**src/rtl/strmove_pkg.sv**
```systemverilog
package strmove_pkg;

    localparam int unsigned REG_COUNT  = 32;
    localparam int unsigned REG_IDX_W  = $clog2(REG_COUNT);
    localparam int unsigned WORD_W     = 32;
    localparam int unsigned WORD_BYTES = WORD_W / 8;
    localparam int unsigned LANE_W     = $clog2(WORD_BYTES);

    typedef logic [REG_IDX_W-1:0] reg_idx_t;
    typedef logic [LANE_W-1:0]    lane_t;
    typedef logic [WORD_W-1:0]    word_t;

    typedef enum logic {
        SEQ_IDLE = 1'b0,
        SEQ_XFER = 1'b1
    } seq_state_e;

    // Register cursor: which register and which byte lane within it.
    typedef struct packed {
        reg_idx_t idx;
        lane_t    lane;
    } rf_cursor_t;

    // Shift that puts lane 0 at bits 31:24, lane 1 at 23:16, and so on.
    function automatic logic [4:0] lane_shift(input lane_t l);
        return {~l, 3'b000};
    endfunction

    function automatic word_t lane_merge(input word_t acc, input logic [7:0] b,
                                         input lane_t l);
        return acc | (word_t'(b) << lane_shift(l));
    endfunction

    function automatic logic [7:0] lane_pick(input word_t w, input lane_t l);
        word_t s;
        s = w >> lane_shift(l);
        return s[7:0];
    endfunction

endpackage

```
**src/rtl/strmove_step.sv**
```systemverilog
module strmove_step
    import strmove_pkg::*;
#(
    parameter int unsigned ADDR_W = 32,
    parameter int unsigned CNT_W  = 8
) (
    input  logic [ADDR_W-1:0] addr_i,
    input  logic [CNT_W-1:0]  rem_i,
    input  rf_cursor_t        cur_i,
    output logic              is_word_o,
    output logic              lane_full_o,
    output logic              last_o,
    output logic [ADDR_W-1:0] addr_o,
    output logic [CNT_W-1:0]  rem_o,
    output rf_cursor_t        cur_o
);
    localparam logic [CNT_W-1:0]  WORD_CNT  = CNT_W'(WORD_BYTES);
    localparam logic [ADDR_W-1:0] WORD_STEP = ADDR_W'(WORD_BYTES);
    localparam lane_t             LANE_TOP  = lane_t'(WORD_BYTES - 1);

    always_comb begin
        is_word_o   = rem_i > CNT_W'(WORD_BYTES - 1);
        lane_full_o = !is_word_o && (cur_i.lane == LANE_TOP);
        if (is_word_o) begin
            addr_o   = addr_i + WORD_STEP;
            rem_o    = rem_i - WORD_CNT;
            cur_o.idx  = cur_i.idx + 1'b1;   // natural wrap 31 -> 0
            cur_o.lane = '0;
        end else begin
            addr_o     = addr_i + 1'b1;
            rem_o      = rem_i - 1'b1;
            cur_o.lane = cur_i.lane + 1'b1;
            cur_o.idx  = lane_full_o ? cur_i.idx + 1'b1 : cur_i.idx;
        end
        last_o = (rem_o == '0);
    end

endmodule

```
**src/rtl/strmove_lane.sv**
```systemverilog
module strmove_lane
    import strmove_pkg::*;
(
    input  logic  is_word_i,
    input  lane_t lane_i,
    input  word_t acc_i,
    input  word_t mem_rdata_i,
    input  word_t rf_rdata_i,
    output word_t rf_wdata_o,
    output word_t mem_wdata_o,
    output word_t acc_o
);
    word_t merged;

    always_comb begin
        merged = lane_merge(acc_i, mem_rdata_i[7:0], lane_i);
        if (is_word_i) begin
            rf_wdata_o  = mem_rdata_i;
            mem_wdata_o = rf_rdata_i;
        end else begin
            rf_wdata_o  = merged;
            mem_wdata_o = word_t'(lane_pick(rf_rdata_i, lane_i));
        end
        acc_o = merged;
    end

endmodule

```
**src/rtl/rf_strmove.sv**
```systemverilog
module rf_strmove
    import strmove_pkg::*;
#(
    parameter int unsigned ADDR_W = 32,
    parameter int unsigned CNT_W  = 8
) (
    input  logic              clk,
    input  logic              rst,
    input  logic              start_i,
    input  logic              xfer_store_i,
    input  logic              xfer_string_i,
    input  logic [4:0]        first_reg_i,
    input  logic [CNT_W-1:0]  byte_cnt_i,
    input  logic [ADDR_W-1:0] base_addr_i,
    output logic              busy_o,
    output logic              done_o,
    output logic              mem_req_o,
    output logic              mem_we_o,
    output logic              mem_byte_o,
    output logic [ADDR_W-1:0] mem_addr_o,
    output logic [31:0]       mem_wdata_o,
    input  logic              mem_ack_i,
    input  logic [31:0]       mem_rdata_i,
    output logic [4:0]        rf_raddr_o,
    input  logic [31:0]       rf_rdata_i,
    output logic              rf_we_o,
    output logic [4:0]        rf_waddr_o,
    output logic [31:0]       rf_wdata_o
);
    seq_state_e        state_q;
    logic [ADDR_W-1:0] addr_q;
    logic [CNT_W-1:0]  rem_q;
    rf_cursor_t        cur_q;
    word_t             acc_q;
    logic              store_q;
    logic              done_q;

    logic [CNT_W-1:0]  multi_cnt, first_cnt;
    logic              is_word, lane_full, step_last, ack_now;
    logic [ADDR_W-1:0] step_addr;
    logic [CNT_W-1:0]  step_rem;
    rf_cursor_t        step_cur;
    word_t             acc_next;

    // A multi-register run is a string run of whole words ending at register 31.
    assign multi_cnt = CNT_W'((int'(REG_COUNT) - int'(first_reg_i)) * int'(WORD_BYTES));
    assign first_cnt = xfer_string_i ? byte_cnt_i : multi_cnt;
    assign ack_now   = (state_q == SEQ_XFER) && mem_ack_i;

    strmove_step #(.ADDR_W(ADDR_W), .CNT_W(CNT_W)) i_step (
        .addr_i      (addr_q),
        .rem_i       (rem_q),
        .cur_i       (cur_q),
        .is_word_o   (is_word),
        .lane_full_o (lane_full),
        .last_o      (step_last),
        .addr_o      (step_addr),
        .rem_o       (step_rem),
        .cur_o       (step_cur)
    );

    strmove_lane i_lane (
        .is_word_i   (is_word),
        .lane_i      (cur_q.lane),
        .acc_i       (acc_q),
        .mem_rdata_i (mem_rdata_i),
        .rf_rdata_i  (rf_rdata_i),
        .rf_wdata_o  (rf_wdata_o),
        .mem_wdata_o (mem_wdata_o),
        .acc_o       (acc_next)
    );

    always_ff @(posedge clk) begin
        if (rst) begin
            state_q <= SEQ_IDLE;
            addr_q  <= '0;
            rem_q   <= '0;
            cur_q   <= '0;
            acc_q   <= '0;
            store_q <= 1'b0;
            done_q  <= 1'b0;
        end else begin
            done_q <= 1'b0;
            case (state_q)
                SEQ_IDLE: begin
                    if (start_i && !done_q) begin
                        if (first_cnt == '0) begin
                            done_q <= 1'b1;
                        end else begin
                            state_q    <= SEQ_XFER;
                            addr_q     <= base_addr_i;
                            rem_q      <= first_cnt;
                            cur_q.idx  <= first_reg_i;
                            cur_q.lane <= '0;
                            acc_q      <= '0;
                            store_q    <= xfer_store_i;
                        end
                    end
                end
                SEQ_XFER: begin
                    if (mem_ack_i) begin
                        addr_q <= step_addr;
                        rem_q  <= step_rem;
                        cur_q  <= step_cur;
                        if (!store_q && !is_word)
                            acc_q <= lane_full ? '0 : acc_next;
                        if (step_last) begin
                            state_q <= SEQ_IDLE;
                            done_q  <= 1'b1;
                        end
                    end
                end
                default: state_q <= SEQ_IDLE;
            endcase
        end
    end

    assign busy_o     = (state_q == SEQ_XFER);
    assign done_o     = done_q;
    assign mem_req_o  = busy_o;
    assign mem_we_o   = busy_o && store_q;
    assign mem_byte_o = busy_o && !is_word;
    assign mem_addr_o = addr_q;
    assign rf_raddr_o = cur_q.idx;
    assign rf_waddr_o = cur_q.idx;
    assign rf_we_o    = ack_now && !store_q && (is_word || step_last || lane_full);

endmodule

```
**config.mk**
```make
export PLATFORM = sky130hd
export DESIGN_NAME = rf_strmove
export DESIGN_NICKNAME = d
export VERILOG_FILES = /design/src/rtl/strmove_pkg.sv /design/src/rtl/strmove_step.sv /design/src/rtl/strmove_lane.sv /design/src/rtl/rf_strmove.sv
export SDC_FILE = /design/constraint.sdc
export NUM_CORES = 1
export LEC_CHECK = 0
export BUFFER_PORTS_ARGS = -buffer_cell sky130_fd_sc_hd__clkbuf_2
export CAP_MARGIN = 20
export CELL_PAD_IN_SITES_DETAIL_PLACEMENT = 2
export CELL_PAD_IN_SITES_GLOBAL_PLACEMENT = 2
export CORE_ASPECT_RATIO = 0.5
export CORE_MARGIN = 2
export CORE_UTILIZATION = 25
export DETAILED_ROUTE_END_ITERATION = 8
export GPL_ROUTABILITY_DRIVEN = 0
export PLACE_DENSITY_LB_ADDON = 0.1
export SYNTH_ARGS = -nofsm -noshare
export SYNTH_HDL_FRONTEND = slang
export SYNTH_SLANG_ARGS = --single-unit
```
**constraint.sdc**
```tcl
create_clock -name clk -period 2.3 [get_ports clk]
set_input_delay 0.345 -clock clk [delete_from_list [all_inputs] [get_ports clk]]
set_output_delay 0.345 -clock clk [all_outputs]
set_load 0.02 [all_outputs]
```
==> flow_summary.rst, run 1 <==
.. list-table::
   :header-rows: 1

   * - Metric
     - Value
   * - Fraction of the yosys area taken by sequential cells
     - about a quarter
   * - Row count
     - 40
   * - Height of the die
     - ~120 um
   * - CTS H-tree depth
     - 3
   * - Share of post-route cells with drive strength above 1
     - 55.1%
   * - Power Dens Cells
     - around 720 mW/mm^2
   * - Instance count along the most critical hold path
     - 3
   * - Violated checks
     - negative setup slack
   * - Clock transition at the register clock pins on the worst setup and hold paths after CTS
     - 0.06 ns
   * - Maximum fanout along the worst path
     - 5
   * - Crit path kind
     - register to primary output
   * - Yosys top cell by area
     - dfxtp_1
   * - Maximum clock skew at final layout
     - about 0.0054 ns
   * - Number of placed I/O pins
     - 227
   * - Yosys synthesis warning count
     - 0
   * - Final instance count without filler cells
     - 1,445
   * - Clk Latency, worst-skew pair
     - approximately 0.38 ns
   * - Synth top area cells
     - dfxtp_1 (27%), a21oi_2 (5.9%), a21oi_1 (5.4%)
   * - Deepest clock path buffer count
     - 2
   * - Synthesized area
     - between 0.006 and 0.007 mm^2
   * - Layout Cell Area excl Fill
     - ~0.011 mm^2
   * - Result of the run
     - complete, but fails checks
   * - CP Capture Type
     - primary output
   * - DRT Wirelength
     - roughly 34,000 um
   * - Area added between synthesis and finish
     - 72.9%
   * - Reg2reg setup slack
     - -0.21 ns
   * - Top cell type's share of synthesized area
     - a little over a quarter
   * - Transition time at the pin with the least slew margin
     - around 0.55 ns
   * - Routed length per placed instance
     - 23.2 um
   * - Slew Viols, Final
     - 0
   * - Post-Route Setup TNS
     - -17.66 ns
   * - Total grt overflow
     - 0
   * - Ys flop type
     - dfxtp_1
   * - RSZ-0062 raised after global routing
     - yes
   * - Remaining antenna violation count
     - 0
   * - Number of antenna cells inserted
     - 0
   * - Antenna violations before repair
     - 1
   * - Startpoint types
     - register
   * - Number of buffers added by the clock tree synthesis step
     - 9
   * - Distinct cell type count of the synthesized netlist
     - 80
   * - Final Total Pwr
     - 7660 uW
   * - Number of nets in the synthesized netlist
     - 937
   * - TritonCTS clock tree
     - yes
   * - Critical path arrival
     - around 2.4 ns
   * - Async S/R FF share, synth
     - 0%
   * - Leak
     - 0.00431 uW
   * - Final count of hold timing violations
     - 0
   * - Worst reg2reg path endpoint
     - acc_q[11]$_SDFFE_PP0P_
   * - Final WS setup
     - -0.392 ns
   * - Hold Crit Start
     - byte_cnt_i[1]
   * - Vias in the first global route
     - between 8k and 9k
   * - Launch instance of the worst register-to-register path
     - rem_q[7]$_SDFFE_PP0P_
   * - Worst path required time
     - about 2.0 ns
   * - Count of final setup violators
     - 103
   * - Max IR drop VDD
     - between 300 and 400 uV
   * - Number of fill cells in the layout
     - between 2k and 3k
   * - Count of flip-flops with a built-in enable after synthesis
     - 0
   * - Number of I/O port buffers
     - around 230
   * - Worst hold-check path type
     - input port to register
   * - Post-layout net count
     - approximately 1.2k
   * - Pin count of the biggest net entering global routing
     - 44
   * - Synthesized area per cell
     - roughly 7.6 um^2
   * - Count of placed standard cells including taps
     - between 1k and 1.5k
   * - Drt first pass iters
     - 4
   * - Global-route wire length before repair
     - roughly 48,000 um
   * - Hold-fix buffers at CTS
     - 0
   * - Cell area after placement
     - about 0.0082 mm^2
   * - Number of clock sinks seen by CTS
     - 82
   * - Starting DRC count in detailed routing
     - 361
   * - Synth Instances
     - 813
   * - Maximum clock rate
     - between 300 and 400 MHz
   * - Clock period minus final worst setup slack
     - between 2 and 3 ns
   * - Core area
     - around 0.024 mm^2
   * - Global-route usage over all layers
     - 23.8%
   * - Worst-case hold path end point
     - rem_q[1]$_SDFFE_PP0P_
   * - Count of maximum capacitance violations
     - 0
   * - Count of state elements after synthesis
     - ~80
   * - Remaining DRCs
     - 0
   * - HPWL Detailed
     - between 20,000 and 25,000 um
   * - Via count
     - 7,564
   * - Top cells by count, synth
     - dfxtp_1 (82), nand2_1 (82), a21oi_1 (67)
   * - Full die area
     - 0.0261 mm^2
   * - Floorplan die width
     - around 230 um
   * - Initial Utilization
     - 25.6%
   * - Post-route fraction of the period consumed by the critical path
     - 117%
   * - Relative slew slack
     - a little under two thirds
   * - CTS Root Buffer Type
     - clkbuf_16
   * - Vias per cell
     - between 5 and 6
   * - Number of cells on the worst reg-to-reg path
     - 13
==> through the flow <==
stage / util, % / setup slack [ns] / hold WS (ns)
finish: 44.3 / -0.392 / 0.268
global route: 44.3 / -0.507 / 0.287
CTS: 40.7 / -0.396 / 0.247
detailed placement: 34.0 / -0.223 / 0.446
global placement: 34.0 / -0.117 / 0.434
floorplan: - / 0.00228 / 0.425
==> worst max path at each step <==
stage,from,end,slack [ns],cells past startpoint
finish,rem_q[7]$_SDFFE_PP0P_,mem_wdata_o[3],-0.39,10
global route,rem_q[1]$_SDFFE_PP0P_,rf_we_o,-0.51,9
CTS,rem_q[2]$_SDFFE_PP0P_,rf_we_o,-0.40,9
detailed placement,rem_q[6]$_SDFFE_PP0P_,mem_wdata_o[5],-0.22,7
global placement,rem_q[6]$_SDFFE_PP0P_,mem_wdata_o[0],-0.12,7
floorplan,rem_q[3]$_SDFFE_PP0P_,rf_we_o,0.002,8
==> logic make-up after synthesis <==
kind of cell,synth area share (%)
buf+inv,10.6
flops,26.5
simple gates,21.9
xor+xnor,0.707
compound gates,36.3
mux,2.14
fa+ha+maj,1.82
==> sequential cells by signal (all words and copies together) (netlist names) <==
name	count
acc_q	32
busy_o	1
cur_q	2
done_o	1
mem_addr_o	32
rem_q	8
rf_raddr_o	5
store_q	1
==> worst max-delay path: stages, from the launching register on <==
cell	delay [ns]
dfxtp_4	0.36
nor4_4	0.31
buf_4	0.21
nand2_8	0.06
buf_12	0.13
buf_12	0.14
clkbuf_16	0.16
buf_12	0.12
o31ai_4	0.21
a221oi_2	0.09
buf_4	0.17
==> cells in the final DEF (no fill, tap or decap), types with 14 or more instances in the layout <==
cell type / Yosys / routed
nand2_4: 0 / 22
clkbuf_16: 0 / 14
buf_4: 15 / 101
buf_8: 3 / 31
buf_12: 0 / 16
o21ai_0: 66 / 25
o21ai_1: 12 / 18
and2_4: 0 / 24
nand3_1: 18 / 15
dfxtp_1: 82 / 73
o21ai_2: 0 / 16
a21oi_1: 67 / 62
buf_6: 6 / 38
a21oi_2: 42 / 46
o211ai_1: 40 / 40
o21ai_4: 0 / 19
nand2_1: 82 / 50
inv_1: 51 / 48
clkbuf_2: 0 / 160
nor2_1: 35 / 31
==> metal layers <==
metal | global-route usage, % | share of wire [%] | up-vias
met2 | 42.3 | 53 | 167
li1 | - | - | 3522
met5 | 0 | 0.036 | -
met4 | 7.59 | 2.0 | 2
met1 | 29.4 | 42 | 3825
met3 | 4.42 | 3.2 | 48
==> cell type report <==
cell class	instances	area (um^2)	area share (%)
Multi-Input combinational cell	594	4890	45.7
Timing Repair Buffer	365	3240	30.2
Sequential cell	82	1660	15.5
Tap cell	336	420	3.93
Clock buffer	14	264	2.47
Inverter	52	200	1.87
Clock inverter	2	35.0	0.327
==> power breakdown <==
group | switching, uW | total, uW | internal [uW]
Clock | 668 | 1570 | 901
Combinational | 2300 | 4460 | 2150
Sequential | 115 | 1640 | 1520
==> timing repair <==
item,CTS,global route
pin swaps,28,95
buffers inserted,20,9
setup endpoints to repair,75,117
resized for setup,223,247
gates cloned,13,7
No activity file was read; power rests on OpenSTA's default activity.
==> run 2, diff against run 1 <==
--- a/config.mk
+++ b/config.mk
@@ -18,3 +18,4 @@
 export SYNTH_ARGS = -nofsm -noshare
 export SYNTH_HDL_FRONTEND = slang
 export SYNTH_SLANG_ARGS = --single-unit
+export TNS_END_PERCENT = 1
==> run 2 against run 1 <==
  * The run still ends with negative setup slack left
  * Wire length fell by 20%
  * Worst setup slack improved by 0.039 ns
  * First-iteration DRC count decreased by 21%
  * Non-clock buffer count down 41
  * Sequential power barely moved
  * Final cell count down 2.8%
  * Combinational power down 38%
  * Sequential share of layout area is 3.3 points higher
  * Critical endpoint is now rf_we_o
==> flow_summary.rst, run 2 (synthesis gave the netlist of run 1 again) <==
.. list-table::
   :header-rows: 1

   * - Metric
     - Value
   * - Count of placed standard cells including taps
     - around 1.4k
   * - Share of post-route cells with drive strength above 1
     - 43.9%
   * - Logic gate share of total power
     - 46.4%
   * - Power spent charging and discharging nets
     - ~2400 uW
   * - Leak
     - ~0.0036 uW
   * - Switching share of power
     - between 40% and 50%
   * - Transition time at the pin with the least slew margin
     - 0.545 ns
   * - Floorplan die width
     - between 200 and 250 um
   * - Number of clock sinks seen by CTS
     - 82
   * - Count of maximum capacitance violations
     - 0
   * - Clk Latency, worst-skew pair
     - about 0.37 ns
   * - Max IR drop VDD
     - about 310 uV
   * - Clock period minus final worst setup slack
     - between 2 and 3 ns
   * - RSZ-0062 raised after global routing
     - yes
   * - Remaining DRCs
     - 0
   * - Post-route fraction of the period consumed by the critical path
     - 115%
   * - Final WS setup
     - -0.354 ns
   * - Vias per cell
     - about 5.0
   * - Row count
     - 40
   * - Drt first pass iters
     - 4
   * - Startpoint types
     - register
   * - Antenna violations before repair
     - 0
   * - Violated checks
     - negative setup slack
   * - Maximum fanout along the worst path
     - 4
   * - Clock transition at the register clock pins on the worst setup and hold paths after CTS
     - 0.06 ns
   * - Number of antenna cells inserted
     - 0
   * - Final count of hold timing violations
     - 0
   * - Maximum clock rate
     - about 380 MHz
   * - Full die area
     - roughly 0.026 mm^2
   * - Core area
     - ~0.024 mm^2
   * - Height of the die
     - ~120 um
   * - Total grt overflow
     - 0
   * - Crit path kind
     - register to primary output
   * - Routed length per placed instance
     - ~19 um
   * - Area added between synthesis and finish
     - 42.6%
   * - Internal Power
     - 3530 uW
   * - DRT Wirelength
     - between 20,000 and 30,000 um
   * - Deepest clock path buffer count
     - 2
   * - Post-layout net count
     - 1,187
   * - CTS Root Buffer Type
     - clkbuf_16
   * - Vias in the first global route
     - approximately 7.7k
   * - Relative slew slack
     - between 60 and 70%
   * - Post-Route Setup TNS
     - -4.94 ns
   * - Flop pwr share
     - between 20% and 30%
   * - TritonCTS clock tree
     - yes
   * - Worst path required time
     - about 2 ns
   * - Number of fill cells in the layout
     - ~2.8k
   * - CP Capture Type
     - primary output
   * - Commonest cells after routing, fill and taps aside
     - clkbuf_2 (171), buf_4 (98), nand2_1 (79), dfxtp_1 (72), a21oi_1 (66)
   * - Via count
     - 7,062
   * - Result of the run
     - complete, but fails checks
   * - HPWL Detailed
     - 20,100 um
   * - Final instance count without filler cells
     - approximately 1.4k
   * - CTS H-tree depth
     - 3
   * - Power Dens Cells
     - ~670 mW/mm^2
   * - Maximum clock skew at final layout
     - about 0.011 ns
   * - Count of final setup violators
     - 49
   * - Global-route usage over all layers
     - a little over a fifth
   * - Slew Viols, Final
     - 0
   * - Starting DRC count in detailed routing
     - 284
   * - Clock network fraction of total power
     - 26.0%
   * - Critical path arrival
     - about 2.3 ns
   * - Number of placed I/O pins
     - 227
   * - Initial Utilization
     - about a quarter
   * - Most frequent standard cell in the layout excluding fill and tap cells
     - clkbuf_2
   * - Global-route wire length before repair
     - between 40,000 and 50,000 um
   * - Remaining antenna violation count
     - 0
   * - Number of I/O port buffers
     - 226
   * - Worst hold-check path type
     - input port to register
   * - Number of buffers added by the clock tree synthesis step
     - 9
   * - Pin count of the biggest net entering global routing
     - between 50 and 60
## run 2: area by class of cell
type	count	area (um^2)	share of cell area [%]
clock buffers	14	264	2.99
repair buffers	324	2100	23.7
clock inverters	2	35.0	0.397
inverters	52	195	2.21
multi-input cells	594	4170	47.2
flip-flops and latches	82	1650	18.7
well taps	336	420	4.76
## run 2: per-stage QoR
step,hold WS [ns],cell area (um^2),utilization (%),power [uW],setup slack (ns)
floorplan,0.425,6310,-,3220,0.00228
global placement,0.434,8210,34.0,4160,-0.117
detailed placement,0.446,8210,34.0,4230,-0.223
CTS,0.247,8720,36.1,5930,-0.402
global route,0.261,8830,36.5,6290,-0.499
finish,0.263,8830,36.5,5920,-0.354
## run 2: critical path, cell delays in order, from the launching register on
cell	delay, ns
dfxtp_2	0.32
buf_4	0.15
or3_4	0.41
o21ai_2	0.12
o21ai_1	0.08
buf_4	0.15
a2111oi_4	0.32
nor3_2	0.07
nor3_2	0.14
buf_4	0.17
## run 2: power groups by stage
| stage | clock, uW | sequential (uW) | combinational (uW) |
|---|---|---|---|
| 4_1_cts | 1610 | 1630 | 2690 |
| 2_1_floorplan | 0 | 1710 | 1510 |
| 5_1_grt | 1660 | 1650 | 2980 |
| 3_3_place_gp | 0 | 1650 | 2510 |
| 6_report | 1540 | 1630 | 2750 |
| 3_5_place_dp | 0 | 1660 | 2570 |
## run 2: what timing repair did
action	CTS	global route
hold buffers	0	0
endpoints found under the setup margin	75	88
endpoints found under the hold margin	0	0
pin swaps	7	8
setup buffers	2	0
gates resized for setup	63	82
## run 2: per-layer routing
layer | vias to the layer above | track usage (%) | part of all wire, %
li1 | 3426 | - | -
met1 | 3501 | 26.2 | 45
met2 | 109 | 37.3 | 50
met3 | 26 | 3.96 | 3.0
met4 | 0 | 5.79 | 1.8
met5 | - | 0 | 0
## run 2: worst paths after layout
kind                          startpoint                           to  slack (ns)  depth (start not counted)
hold reg to reg   acc_q[23]$_SDFFE_PP0P_       acc_q[23]$_SDFFE_PP0P_        0.45                          2
setup reg to reg   rem_q[3]$_SDFFE_PP0P_  mem_addr_o[21]$_SDFFE_PP0P_       -0.07                         10
setup / recovery   rem_q[2]$_SDFFE_PP0P_                      rf_we_o       -0.35                          9
hold / removal              xfer_store_i         store_q$_SDFFE_PP0P_        0.26                          3
